<file path="src/rtl/exc_entry_pkg.sv">
package exc_entry_pkg;

  localparam int XLEN        = 64;
  localparam int DSISR_W     = 32;
  localparam int NUM_CAUSE   = 10;
  localparam int DS_CODE_W   = 3;
  localparam int IS_CODE_W   = 2;
  localparam int PROG_CODE_W = 2;
  localparam int OFF_W       = 12;
  localparam int VEC_LOW_W   = 20;

  // cause indices: position in the request vector is also priority
  localparam int C_MCHK    = 0;
  localparam int C_ISI     = 1;
  localparam int C_DSI     = 2;
  localparam int C_ALIGN   = 3;
  localparam int C_PROG    = 4;
  localparam int C_FPUNAV  = 5;
  localparam int C_SYSCALL = 6;
  localparam int C_FPASST  = 7;
  localparam int C_EXT     = 8;
  localparam int C_DEC     = 9;

  // MSR bit positions, lsb = 0
  localparam int MSR_SF  = 63;
  localparam int MSR_POW = 18;
  localparam int MSR_EE  = 15;
  localparam int MSR_PR  = 14;
  localparam int MSR_FP  = 13;
  localparam int MSR_FE0 = 11;
  localparam int MSR_SE  = 10;
  localparam int MSR_BE  = 9;
  localparam int MSR_FE1 = 8;
  localparam int MSR_IP  = 6;
  localparam int MSR_IR  = 5;
  localparam int MSR_DR  = 4;
  localparam int MSR_RI  = 1;

  localparam int DSISR_STORE = 25;

  typedef struct packed {
    logic                 take;
    logic [NUM_CAUSE-1:0] grant;
  } exc_strobe_t;

  function automatic logic [XLEN-1:0] bitAt(input int pos);
    logic [XLEN-1:0] m;
    m = '0;
    m[pos] = 1'b1;
    return m;
  endfunction

  function automatic logic [XLEN-1:0] modeClearMask();
    return bitAt(MSR_POW) | bitAt(MSR_EE) | bitAt(MSR_PR) | bitAt(MSR_FP)
         | bitAt(MSR_FE0) | bitAt(MSR_SE) | bitAt(MSR_BE) | bitAt(MSR_FE1)
         | bitAt(MSR_IR) | bitAt(MSR_DR) | bitAt(MSR_RI);
  endfunction

  function automatic logic [XLEN-1:0] statusKeepMask();
    logic [XLEN-1:0] m;
    m = '0;
    for (int i = 0; i < XLEN; i++) begin
      if (i >= 31 || (i >= 22 && i <= 26) || i <= 15) m[i] = 1'b1;
    end
    return m;
  endfunction

  localparam logic [XLEN-1:0] MODE_CLEAR  = modeClearMask();
  localparam logic [XLEN-1:0] STATUS_KEEP = statusKeepMask();
  localparam logic [XLEN-1:0] VEC_BASE    = {{(XLEN-VEC_LOW_W){1'b1}}, {VEC_LOW_W{1'b0}}};

  function automatic logic [OFF_W-1:0] causeOffset(input int idx);
    case (idx)
      C_MCHK:    return 12'h200;
      C_ISI:     return 12'h400;
      C_DSI:     return 12'h300;
      C_ALIGN:   return 12'h600;
      C_PROG:    return 12'h700;
      C_FPUNAV:  return 12'h800;
      C_SYSCALL: return 12'hC00;
      C_FPASST:  return 12'hE00;
      C_EXT:     return 12'h500;
      C_DEC:     return 12'h900;
      default:   return 12'h000;
    endcase
  endfunction

  function automatic logic [DSISR_W-1:0] dataFaultBit(input logic [DS_CODE_W-1:0] code);
    logic [DSISR_W-1:0] v;
    v = '0;
    case (code)
      3'd0: v[31] = 1'b1;
      3'd1: v[30] = 1'b1;
      3'd2: v[27] = 1'b1;
      3'd3: v[21] = 1'b1;
      3'd4: v[26] = 1'b1;
      3'd5: v[20] = 1'b1;
      default: v = '0;
    endcase
    return v;
  endfunction

  function automatic logic [XLEN-1:0] fetchFaultBit(input logic [IS_CODE_W-1:0] code);
    case (code)
      2'd0: return bitAt(30);
      2'd1: return bitAt(28);
      2'd2: return bitAt(27);
      default: return bitAt(21);
    endcase
  endfunction

  function automatic logic [XLEN-1:0] progFaultBit(input logic [PROG_CODE_W-1:0] code);
    case (code)
      2'd0: return bitAt(20);
      2'd1: return bitAt(19);
      2'd2: return bitAt(18);
      default: return bitAt(17);
    endcase
  endfunction

endpackage

</file>
<file path="src/rtl/exc_entry_ctrl.sv">
module exc_entry_ctrl
  import exc_entry_pkg::*;
(
  input  logic                 clk,
  input  logic                 rstN,
  input  logic [NUM_CAUSE-1:0] reqVec,
  output exc_strobe_t          strobe,
  output logic                 ready,
  output logic                 redirect
);

  logic [NUM_CAUSE-1:0] grantRaw;
  logic [NUM_CAUSE:0]   seenLower;

  // fixed priority: lowest index wins
  assign seenLower[0] = 1'b0;
  for (genvar g = 0; g < NUM_CAUSE; g++) begin : g_prio
    assign grantRaw[g]      = reqVec[g] & ~seenLower[g];
    assign seenLower[g + 1] = seenLower[g] | reqVec[g];
  end

  assign ready        = ~redirect;
  assign strobe.take  = ready & seenLower[NUM_CAUSE];
  assign strobe.grant = ready ? grantRaw : '0;

  always_ff @(posedge clk or negedge rstN) begin
    if (!rstN) redirect <= 1'b0;
    else       redirect <= strobe.take;
  end

endmodule

</file>
<file path="src/rtl/exc_entry_dp.sv">
module exc_entry_dp
  import exc_entry_pkg::*;
(
  input  logic                   clk,
  input  logic                   rstN,
  input  exc_strobe_t            strobe,
  input  logic [XLEN-1:0]        curPc,
  input  logic [XLEN-1:0]        curMsr,
  input  logic [XLEN-1:0]        faultAddr,
  input  logic [DS_CODE_W-1:0]   dsCause,
  input  logic                   dsStore,
  input  logic [IS_CODE_W-1:0]   isCause,
  input  logic [PROG_CODE_W-1:0] progCause,
  output logic [XLEN-1:0]        nextPc,
  output logic [XLEN-1:0]        newMsr,
  output logic [XLEN-1:0]        srr0,
  output logic [XLEN-1:0]        srr1,
  output logic [XLEN-1:0]        dar,
  output logic [DSISR_W-1:0]     dsisr,
  output logic                   doubleFault
);

  logic [OFF_W-1:0]     offTerm [NUM_CAUSE];
  logic [OFF_W-1:0]     vecOff;
  logic [XLEN-1:0]      msrNext;
  logic [XLEN-1:0]      causeSet;
  logic [XLEN-1:0]      srr1Next;
  logic [XLEN-1:0]      srr0Next;
  logic [XLEN-1:0]      pcNext;
  logic [DSISR_W-1:0]   dsisrNext;
  logic                 faultWr;

  for (genvar g = 0; g < NUM_CAUSE; g++) begin : g_off
    assign offTerm[g] = strobe.grant[g] ? causeOffset(g) : '0;
  end

  always_comb begin
    vecOff = '0;
    for (int i = 0; i < NUM_CAUSE; i++) vecOff |= offTerm[i];
  end

  assign msrNext = (curMsr & ~MODE_CLEAR) | bitAt(MSR_SF);

  always_comb begin
    causeSet = '0;
    if (strobe.grant[C_ISI])  causeSet = fetchFaultBit(isCause);
    if (strobe.grant[C_PROG]) causeSet = progFaultBit(progCause);
  end

  assign srr1Next = (curMsr & STATUS_KEEP) | causeSet;
  assign srr0Next = strobe.grant[C_SYSCALL] ? curPc + XLEN'(4) : curPc;
  // low base bits are zero and offsets fit below them, so OR forms the sum
  assign pcNext   = (msrNext[MSR_IP] ? VEC_BASE : '0) | {{(XLEN-OFF_W){1'b0}}, vecOff};

  always_comb begin
    dsisrNext = '0;
    if (strobe.grant[C_DSI]) begin
      dsisrNext = dataFaultBit(dsCause);
      dsisrNext[DSISR_STORE] = dsStore;
    end
  end

  assign faultWr = strobe.grant[C_DSI] | strobe.grant[C_ALIGN];

  always_ff @(posedge clk or negedge rstN) begin
    if (!rstN) begin
      nextPc      <= '0;
      newMsr      <= '0;
      srr0        <= '0;
      srr1        <= '0;
      dar         <= '0;
      dsisr       <= '0;
      doubleFault <= 1'b0;
    end else begin
      doubleFault <= strobe.take & ~curMsr[MSR_RI];
      if (strobe.take) begin
        nextPc <= pcNext;
        newMsr <= msrNext;
        srr0   <= srr0Next;
        srr1   <= srr1Next;
      end
      if (faultWr) begin
        dar   <= faultAddr;
        dsisr <= dsisrNext;
      end
    end
  end

endmodule

</file>
<file path="src/rtl/exc_entry_unit.sv">
module exc_entry_unit
  import exc_entry_pkg::*;
(
  input  logic                   clk,
  input  logic                   rstN,
  input  logic [NUM_CAUSE-1:0]   reqVec,
  input  logic [XLEN-1:0]        curPc,
  input  logic [XLEN-1:0]        curMsr,
  input  logic [XLEN-1:0]        faultAddr,
  input  logic [DS_CODE_W-1:0]   dsCause,
  input  logic                   dsStore,
  input  logic [IS_CODE_W-1:0]   isCause,
  input  logic [PROG_CODE_W-1:0] progCause,
  output logic                   ready,
  output logic                   redirect,
  output logic [XLEN-1:0]        nextPc,
  output logic [XLEN-1:0]        newMsr,
  output logic [XLEN-1:0]        srr0,
  output logic [XLEN-1:0]        srr1,
  output logic [XLEN-1:0]        dar,
  output logic [DSISR_W-1:0]     dsisr,
  output logic                   doubleFault
);

  exc_strobe_t strobe;

  exc_entry_ctrl u_ctrl (
    .clk      (clk),
    .rstN     (rstN),
    .reqVec   (reqVec),
    .strobe   (strobe),
    .ready    (ready),
    .redirect (redirect)
  );

  exc_entry_dp u_dp (
    .clk         (clk),
    .rstN        (rstN),
    .strobe      (strobe),
    .curPc       (curPc),
    .curMsr      (curMsr),
    .faultAddr   (faultAddr),
    .dsCause     (dsCause),
    .dsStore     (dsStore),
    .isCause     (isCause),
    .progCause   (progCause),
    .nextPc      (nextPc),
    .newMsr      (newMsr),
    .srr0        (srr0),
    .srr1        (srr1),
    .dar         (dar),
    .dsisr       (dsisr),
    .doubleFault (doubleFault)
  );

endmodule

</file>
<file path="config.mk">
export PLATFORM = sky130hd
export DESIGN_NAME = exc_entry_unit
export DESIGN_NICKNAME = d
export VERILOG_FILES = /design/src/rtl/exc_entry_pkg.sv /design/src/rtl/exc_entry_ctrl.sv /design/src/rtl/exc_entry_dp.sv /design/src/rtl/exc_entry_unit.sv
export SDC_FILE = /design/constraint.sdc
export NUM_CORES = 1
export LEC_CHECK = 0
export ABC_AREA = 1
export ABC_CLOCK_PERIOD_IN_PS = 2700
export BUFFER_PORTS_ARGS = -buffer_cell sky130_fd_sc_hd__buf_2
export CORE_AREA = 2 2 222 224
export CTS_BUF_LIST = sky130_fd_sc_hd__clkbuf_8
export CTS_CLUSTER_SIZE = 24
export DETAILED_ROUTE_END_ITERATION = 7
export DIE_AREA = 0 0 224 226
export PLACE_DENSITY = 0.52
export SLEW_MARGIN = 30
export SYNTH_ARGS = -nofsm -noshare
export SYNTH_HDL_FRONTEND = slang
export SYNTH_SLANG_ARGS = --single-unit
</file>
<file path="constraint.sdc">
create_clock -name clk -period 2.7 [get_ports clk]
set_input_delay 0.54 -clock clk [delete_from_list [all_inputs] [get_ports clk]]
set_output_delay 0.54 -clock clk [all_outputs]
set_load 0.03 [all_outputs]
</file>
==> results.ini, run 1 <==
[sta]
finalSetupTns_ps = 0
max_freq_ghz = 0.4827
rsz0062_at_grt = false
whs_ps = 149.3
slew_viol_final = 0
setup_viol = 0
min_period_ps = 2072
final_hold_viol_count = 0
setup_ws_ps = 628.3
fin_crit_sh = 0.7673
finalClockSkew_ps = 22.36
slew_headroom = 0.4989
worstMarginPinSlew_ps = 751.6

[flow_run]
cap_violations = 0

[grt]
antenna_found_initial = 17
grt_pass1_vias = 10325
grt-ovfl-total = 0
grt_start_max_net_pins = 72
grt_pass1_wl_um = 58900
grt_use_total = 0.1509

[critical_path]
rr_endpoint = u_dp.srr0[52]$_DFFE_PN0P_
crit_arrival_ps = 1530
crit_fanout = 6
r2r_slack_ps = 630
setup.worst_path.end_class = primary output
crit_type = reg -> out
critPathRequiredTime_ps = 2160
startpoint_type = flip-flop
r2r_cells = 9
crit_start = u_ctrl.redirect$_DFF_PN0_
r2r_start = u_ctrl.redirect$_DFF_PN0_

[pwr]
p_per_area_nw_per_um2 = 630.3
ir_worst_vdd_uv = 378.0
p_leak_nw = 7.909

[routing]
drt-met1-wl_um = 16600
via_per_inst = 4.184
routed_wl_um = 39820
detail-route-antenna-nets = 0
drt_iter0_drc = 532
wl_met3_um = 3920
dr.max_layer_used = met5
drc_errors = 0
wl_met2_um = 18280
dr.pass1.iters = 5
wl_per_cell_um = 15.51
vias = 10744

[synth]
syn_inst = 1470
yosys_most_used_dff = dfrtp_1
synth_seq_cells = 213
synth.cell_area_um2 = 11320
synth_cell_types = 40
syn_area_per_cell_um2 = 7.698
async_reset_ff_frac = 1.000
synth_edf_count = 0
ys_seq_area_frac = 0.4710
ys_warn_count = 0

[placement]
io_buffer_count = 511
gp_congestion = 0.8698
placed_cells = 2495
hpwlAfterDp_um = 31200
place_ws_ps = 362.1

[floorplan]
dieArea_um2 = 50620
num_rows = 81
start_util = 0.2341
die_w_um = 224
io_pins = 567
coreArea_um2 = 48340
chipHeight_um = 226

[cts]
cts-root-buf = clkbuf_8
clk_latency_ps = 590
ctsResizeCount = 0
cts_made_buffers = 41
clk_pin_slew_worst_paths_ps = 70
postCtsSetupBuffers = 0
htreeDepth = 2
clockBufferDepth = 3
cts_hold_buffers = 1
cts.sink_count = 213
cts_tree = yes

[worst_hold_path]
hp-class = in -> reg
hold_path.startpoint = curMsr[38]
min_to = u_dp.newMsr[38]$_DFFE_PN0P_
min_path_cells = 3

[layout]
instances_no_fill = 2568
layout.nets = 2130
syn_to_final_growth_pct = 28.39
drive_above_1_share = 0.3215

[status]
outcome = completed

## final cells by class
| class | count | area (um^2) |
|---|---|---|
| inverters | 71 | 269.0 |
| repair buffers | 538 | 2848 |
| fillers | 5350 | 33810 |
| well taps | 622 | 778.2 |
| clock buffers | 49 | 674.4 |
| flip-flops and latches | 213 | 5330 |
| diodes | 8 | 20.02 |
| clock inverters | 15 | 63.81 |
| multi-input cells | 1052 | 4546 |
## metal layers
| metal | track usage | vias up |
|---|---|---|
| met4 | 0.04774 | 12 |
| met5 | 0 | - |
| met1 | 0.1811 | 4973 |
| met2 | 0.2458 | 410 |
| li1 | - | 5278 |
| met3 | 0.06180 | 71 |
## metrics by stage
stage / instance area (um^2) / power, mW / utilization
after CTS: 14510 / 9.334 / 0.3001
after global routing: 14520 / 9.658 / 0.3003
after detailed placement: 13760 / 6.198 / 0.2846
final: 14530 / 9.157 / 0.3005
after floorplan: 11510 / 5.467 / -
after global placement: 13760 / 6.179 / 0.2846
## critical path, stage by stage (launching register included)
cell and delay (ps):
dfrtp_1 490, inv_2 190, buf_2 270
## Yosys cell counts, types with 5 or more instances
library cell	instances	area, um^2
nand3_1	94	470.5
o21ai_0	10	50.05
o21bai_1	11	82.58
dfrtp_1	213	5330
nor2_2	10	62.56
nor3_1	9	45.04
xnor2_1	8	70.07
buf_2	19	95.09
o21ai_1	16	80.08
buf_4	148	1111
buf_6	12	135.1
nor2_1	99	371.6
xor2_1	13	113.9
clkbuf_1	7	26.28
inv_1	68	255.2
nor2_4	5	56.30
nand2_1	666	2500
nand4_1	23	143.9
## power by group
group	internal (mW)	switching (mW)
Combinational	0.622	1.76
Clock	1.62	1.42
Sequential	3.54	0.197
Total	5.78	3.38
## worst max path at each step
| stage | to | slack (ps) | cells after the start |
|---|---|---|---|
| 3_3_place_gp | u_dp.srr0[60]$_DFFE_PN0P_ | 400 | 11 |
| 2_1_floorplan | nextPc[20] | 680 | 1 |
| 5_1_grt | u_dp.srr0[52]$_DFFE_PN0P_ | 490 | 9 |
| 4_1_cts | ready | 530 | 2 |
| 6_report | ready | 630 | 2 |
| 3_5_place_dp | u_dp.srr0[52]$_DFFE_PN0P_ | 360 | 9 |
## cells by family after synthesis
group,synth area share
other cells,0.0003314
buf+inv,0.1451
simple gates,0.3390
xor+xnor,0.01625
flops,0.4710
compound gates,0.02720
fa+ha+maj,0.001106
## flip-flops by register name, summed over array words and instances, names as in the netlist
signal,flops
u_dp.dsisr,7
u_dp.doubleFault,1
u_ctrl.redirect,1
u_dp.srr0,64
u_dp.dar,64
u_dp.nextPc,4
u_dp.newMsr,53
u_dp.srr1,19
## placed cells by master (no fill, tap or decap), types with 6 or more instances in the layout
master    netlist  layout
nor2_1         99      99
xnor2_1         8       8
buf_12          0       6
o21ai_1        16      16
nand2_1       666     665
nand4_1        23      23
inv_1          68      80
nor2_2         10      10
xor2_1         13      13
nor3_1          9       9
clkbuf_8        0      49
dfrtp_1       213     213
nand3_1        94      94
buf_4         148      20
buf_2          19     510
diode_2         0       8
o21bai_1       11      11
conb_1          1      54
o21ai_0        10      10
(Power assumes the default switching activity.)
==> run 2: changes to the inputs <==
- ABC_CLOCK_PERIOD_IN_PS: 2700 -> 1800
- PLACE_DENSITY: 0.52 -> 0.53
- clock period: 2.7 -> 1.8 ns (I/O delays scaled with it)
==> run 2 against run 1 <==
Net effect: utilization up 4.9 points; register-to-register slack worse by 450 ps; non-clock buffer count up 224; clock power up 69%; clock skew down 9.1 ps; final area up 16%; via count up 7.9%; combinational power up 67%; critical path type unchanged; highest routed layer unchanged.
==> results.ini, run 2 (synthesized netlist as in run 1, its figures left out) <==
[status]
outcome = completed

[cts]
clockBufferDepth = 3
htreeDepth = 2
clk_pin_slew_worst_paths_ps = 60
cts-root-buf = clkbuf_8
cts.sink_count = 213
cts_tree = yes
cts_made_buffers = 43
clk_latency_ps = 590

[pwr]
ir_worst_vdd_uv = 544.1
p_leak_nw = 9.079
clkPwrFrac = 0.348
seqPwrFrac = 0.381
switching_share = 0.3598
p_per_area_nw_per_um2 = 873.6
power_frac_comb = 0.271
internal_power_mw = 9.451
finalPower_mw = 14.76
switchingPower_mw = 5.312

[routing]
detail-route-antenna-nets = 0
drt_iter0_drc = 564
drc_errors = 0
via_per_inst = 4.137
wl_per_cell_um = 15.09
vias = 11592
dr.pass1.iters = 5
routed_wl_um = 42290

[layout]
drive_above_1_share = 0.3300
syn_to_final_growth_pct = 49.34
instances_no_fill = 2802
final_common_cell = nand2_1
layout.nets = 2356
layout_common_cells = nand2_1, buf_2, dfrtp_1
nFillCells = 5077
largestRegisters = u_dp.dar: 64 flops, u_dp.srr0: 64 flops, u_dp.newMsr: 53 flops
final_core_util = 0.3496

[placement]
placed_cells = 2580
hpwlAfterDp_um = 31730
io_buffer_count = 511
place_ws_ps = -106.3
gp_congestion = 0.8744

[sta]
min_period_ps = 1787
fin_crit_sh = 0.9929
slew_headroom = 0.6274
slew_viol_final = 0
rsz0062_at_grt = true
setup_ws_ps = 12.81
final_hold_viol_count = 0
setup_viol = 0
finalClockSkew_ps = 13.29
worstMarginPinSlew_ps = 558.9
max_freq_ghz = 0.5595

[flow_run]
cap_violations = 0

[critical_path]
crit_fanout = 23
critPathRequiredTime_ps = 1440
crit_type = reg -> out
crit_arrival_ps = 1430
startpoint_type = flip-flop
path_cells = buf_12 -> buf_4
setup.worst_path.end_class = primary output
slowest_stage = dfrtp_4
max_stage_delay_ps = 500

[floorplan]
chipHeight_um = 226
start_util = 0.2341
num_rows = 81
coreArea_um2 = 48340
die_w_um = 224
io_pins = 567
dieArea_um2 = 50620

[grt]
antenna_found_initial = 12
grt_start_max_net_pins = 65
grt_pass1_wl_um = 62990
grt_pass1_vias = 11332
grt_use_total = 0.1599
grt-ovfl-total = 0

[worst_hold_path]
hp-class = in -> reg

-- run 2: changes by cell type in the layout (fill, tap and decap cells not counted), sizes merged --
cell,change
dlygate4sd3,+135
buf,+89
inv,+9
diode,-4
bufinv,+3
clkinv,+2
clkbuf,-1
clkinvlp,+1
-- run 2: layout make-up --
type / instances / area, um^2 / share of cell area
Sequential cell: 213 / 5334 / 0.3156
Clock buffer: 48 / 660.6 / 0.03909
Multi-Input combinational cell: 1052 / 4546 / 0.2690
Antenna cell: 4 / 10.01 / 0.0005923
Inverter: 71 / 269.0 / 0.01592
Timing Repair Buffer: 762 / 5096 / 0.3016
Tap cell: 622 / 778.2 / 0.04605
Clock inverter: 30 / 205.2 / 0.01214
-- run 2: through the flow --
| step | hold slack, ps | TNS (ps) | area [um^2] |
|---|---|---|---|
| 6_report | 66.94 | 0 | 16900 |
| 4_1_cts | 32.51 | -2093 | 16790 |
| 3_3_place_gp | 355.6 | -4623 | 14480 |
| 3_5_place_dp | 358.2 | -7519 | 14480 |
| 5_1_grt | 64.51 | -2763 | 16890 |
| 2_1_floorplan | 64.41 | 0 | 11520 |
-- run 2: worst paths after layout --
kind | start | to | slack (ps) | cells past startpoint
setup / recovery | u_dp.newMsr[6]$_DFFE_PN0P_ | nextPc[23] | 10 | 2
hold / removal | curMsr[49] | u_dp.newMsr[49]$_DFFE_PN0P_ | 70 | 3
setup reg to reg | u_ctrl.redirect$_DFF_PN0_ | u_dp.dar[54]$_DFFE_PN0P_ | 180 | 7
hold reg to reg | u_dp.dar[31]$_DFFE_PN0P_ | u_dp.dar[31]$_DFFE_PN0P_ | 470 | 2
max in group asynchronous | rstN | u_dp.dsisr[25]$_DFFE_PN0P_ | 810 | 3
min in group asynchronous | rstN | u_dp.newMsr[40]$_DFFE_PN0P_ | 350 | 2
-- run 2: worst max-delay path, delay by kind of cell (launching register included) --
| kind | cells | cell delay, ps |
|---|---|---|
| flip-flops | 1 | 500 |
| buffers and inverters | 2 | 330 |
-- run 2: what timing repair did --
action                                  CTS  global route
pin swaps                                 0             1
endpoints found under the setup margin   47            56
hold buffers                            136             0
setup buffers                             3             1
resized for setup                        26            54
hold endpoints to repair                186             0
gates cloned                              0             0
-- run 2: power groups by stage --
stage / clock (mW) / sequential (mW) / combinational [mW]
after floorplan: 0 / 6.74 / 1.46
after global placement: 0 / 5.68 / 3.69
after detailed placement: 0 / 5.70 / 3.70
after CTS: 5.36 / 5.62 / 3.99
after global routing: 5.57 / 5.69 / 4.30
final: 5.14 / 5.62 / 4.00
-- run 2: per-layer routing --
| layer | GRT usage | up-vias | share of wire | wire length (um) |
|---|---|---|---|---|
| met5 | 0 | - | 0.0020 | 86 |
| met4 | 0.04667 | 14 | 0.022 | 951 |
| met3 | 0.05491 | 70 | 0.087 | 3678 |
| met2 | 0.2600 | 421 | 0.46 | 19510 |
| met1 | 0.2004 | 5358 | 0.43 | 18070 |
| li1 | - | 5729 | - | - |
==> run 3: changes to the inputs <==
- SYNTH_HIERARCHICAL: default -> 1
==> run 3 against run 2 <==
Net effect: the run now ends with setup timing left; die area did not move; final cell count increased by 0.57%; clock-buffer cell count grew 4; critical path depth grew 9; utilization up 1.9 points; critical endpoint is now u_dp/srr0[57]$_DFFE_PN0P_; largest power group is now the clock network.
==> results.ini, run 3 <==
[worst_hold_path]
hp-class = in -> reg

[placement]
place_ws_ps = -377.4
placed_cells = 2579
io_buffer_count = 511
hpwlAfterDp_um = 35300
gp_congestion = 0.9024

[sta]
rsz0062_at_grt = true
finalSetupTns_ps = -2418
slew_viol_final = 0
setup_viol = 56
max_freq_ghz = 0.5298
final_hold_viol_count = 0
finalClockSkew_ps = 28.08
min_period_ps = 1888
fin_crit_sh = 1.049
setup_ws_ps = -87.52

[critical_path]
setup.worst_path.end_class = flip-flop
r2r_slack_ps = -90
max_stage_delay_ps = 430
crit_fanout = 5
startpoint_type = flip-flop
crit_arrival_ps = 2360
critPathRequiredTime_ps = 2270
path_delay_family = simple AND/OR/NAND/NOR gates
crit_path_frequent_cell = nor2_4
crit_buf_inv = 1
path_cells = nor4_4 -> buf_6 -> nand2_4 -> nor2_4 -> nand2_2 -> nor2_4 -> nand2_4 -> nor2_4 -> nand4_1 -> nand3_1 -> nand2_1
slowest_stage = dfrtp_2
crit_type = reg -> reg

[grt]
grt_pass1_vias = 12184
grt-ovfl-total = 0
grt_pass1_wl_um = 69900
antenna_found_initial = 12
grt_use_total = 0.1812
grt_start_max_net_pins = 90

[pwr]
p_per_area_nw_per_um2 = 822.9
switching_share = 0.3358
ir_worst_vdd_uv = 539.0
switchingPower_mw = 4.927
power_frac_comb = 0.236
internal_power_mw = 9.746
clkPwrFrac = 0.388
seqPwrFrac = 0.375
p_leak_nw = 9.441

[layout]
largestRegisters = u_dp/dar: 64 flops, u_dp/srr0: 64 flops, u_dp/newMsr: 53 flops
final_core_util = 0.3688
drive_above_1_share = 0.3640
syn_to_final_growth_pct = 57.26
layout_common_cells = nand2_1, buf_2, dfrtp_1
final_common_cell = nand2_1
nFillCells = 4912
instances_no_fill = 2818
layout.nets = 2377

[synth]
yosys-top-cells-count = nand2_1, dfrtp_1, buf_4
synth_top_area_share = 0.4701
synth.cell_area_um2 = 11340
syn_area_per_cell_um2 = 7.646
synth_edf_count = 0
synth_cell_types = 38
async_reset_ff_frac = 1.000
synth_seq_cells = 213
yosys_most_used_dff = dfrtp_1
ys_seq_area_frac = 0.4701
ys_top_cells_by_area = dfrtp_1, nand2_1, buf_4
synth_top_area_cell = dfrtp_1
ys_warn_count = 6
synth.most_common_cell = nand2_1
syn_inst = 1483

[floorplan]
dieArea_um2 = 50620
start_util = 0.2345
die_w_um = 224
io_pins = 567
chipHeight_um = 226
coreArea_um2 = 48340
num_rows = 81

[flow_run]
cap_violations = 0

[cts]
cts_tree = yes
cts_made_buffers = 42
clk_latency_ps = 590
cts.sink_count = 213
htreeDepth = 2
clockBufferDepth = 3
clk_pin_slew_worst_paths_ps = 60
cts-root-buf = clkbuf_8

[status]
outcome = finished, violations left
violations = setup timing

[routing]
via_per_inst = 4.267
wl_per_cell_um = 17.15
routed_wl_um = 48340
drt_iter0_drc = 504
dr.pass1.iters = 6
drc_errors = 0
vias = 12024
detail-route-antenna-nets = 0

[run 3: area by class of cell]
type                            count  area (um^2)  share of cell area
Antenna cell                        1        2.502           0.0001403
Clock buffer                       52        715.7             0.04014
Clock inverter                     23        244.0             0.01368
Inverter                           78        302.8             0.01698
Multi-Input combinational cell   1058         4943              0.2772
Sequential cell                   213         5335              0.2992
Tap cell                          622        778.2             0.04365
Timing Repair Buffer              771         5509              0.3090
[run 3: repair_timing]
item	CTS	global route
hold endpoints to repair	196	0
pin swaps	9	21
endpoints found under the setup margin	80	110
gates cloned	1	5
buffers inserted	12	10
gates resized for setup	121	61
hold buffers	135	0
[run 3: stage by stage]
stage | instance area (um^2) | hold slack [ps] | power [mW]
floorplan | 11590 | 64.41 | 7.565
global placement | 14570 | 332.8 | 8.636
detailed placement | 14570 | 325.4 | 8.649
CTS | 17400 | 2.929 | 14.86
global route | 17830 | 8.891 | 15.42
finish | 17830 | 50.90 | 14.67
[run 3: final timing paths]
path,end,cells past startpoint,startpoint
worst min-delay path,u_dp/dar[4]$_DFFE_PN0P_,3,faultAddr[4]
max in group asynchronous,u_dp/newMsr[6]$_DFFE_PN0P_,3,rstN
worst max-delay path,u_dp/srr0[57]$_DFFE_PN0P_,11,u_ctrl/redirect$_DFF_PN0_
worst min register to register,u_dp/newMsr[27]$_DFFE_PN0P_,2,u_dp/newMsr[27]$_DFFE_PN0P_
worst max register to register,u_dp/srr0[57]$_DFFE_PN0P_,11,u_ctrl/redirect$_DFF_PN0_
min in group asynchronous,u_dp/srr0[39]$_DFFE_PN0P_,2,rstN
[run 3: metal layers]
layer  global-route usage  share of wire  wire length (um)
met1               0.1963           0.39             18620
met2               0.3214           0.49             23920
met3              0.05972          0.080              3847
met4              0.08086          0.038              1822
met5                    0         0.0025               119
[run 3: power by group through the flow]
stage | clock network [mW] | logic [mW] | registers [mW]
floorplan | 0 | 1.14 | 6.43
global placement | 0 | 3.07 | 5.56
detailed placement | 0 | 3.09 | 5.56
CTS | 5.95 | 3.41 | 5.50
global route | 6.15 | 3.72 | 5.56
finish | 5.70 | 3.47 | 5.51
[run 3: logic make-up (layout without fill, tap and decap cells)]
logic type,count (synthesis),count (layout),share of synthesized area
AOI/OAI and AO/OA,58,58,0.03024
DFF,213,213,0.4701
other,1,55,0.0003307
adders and majority gates,1,1,0.001103
xor gates and xnor gates,24,24,0.01854
buffers and inverters,265,924,0.1351
and+or+nand+nor,921,921,0.3446
[run 3: tightest hold or removal path, delay by kind of cell]
kind	cells	cell delay, ps
and+or+nand+nor	2	170
buffers and inverters	1	80
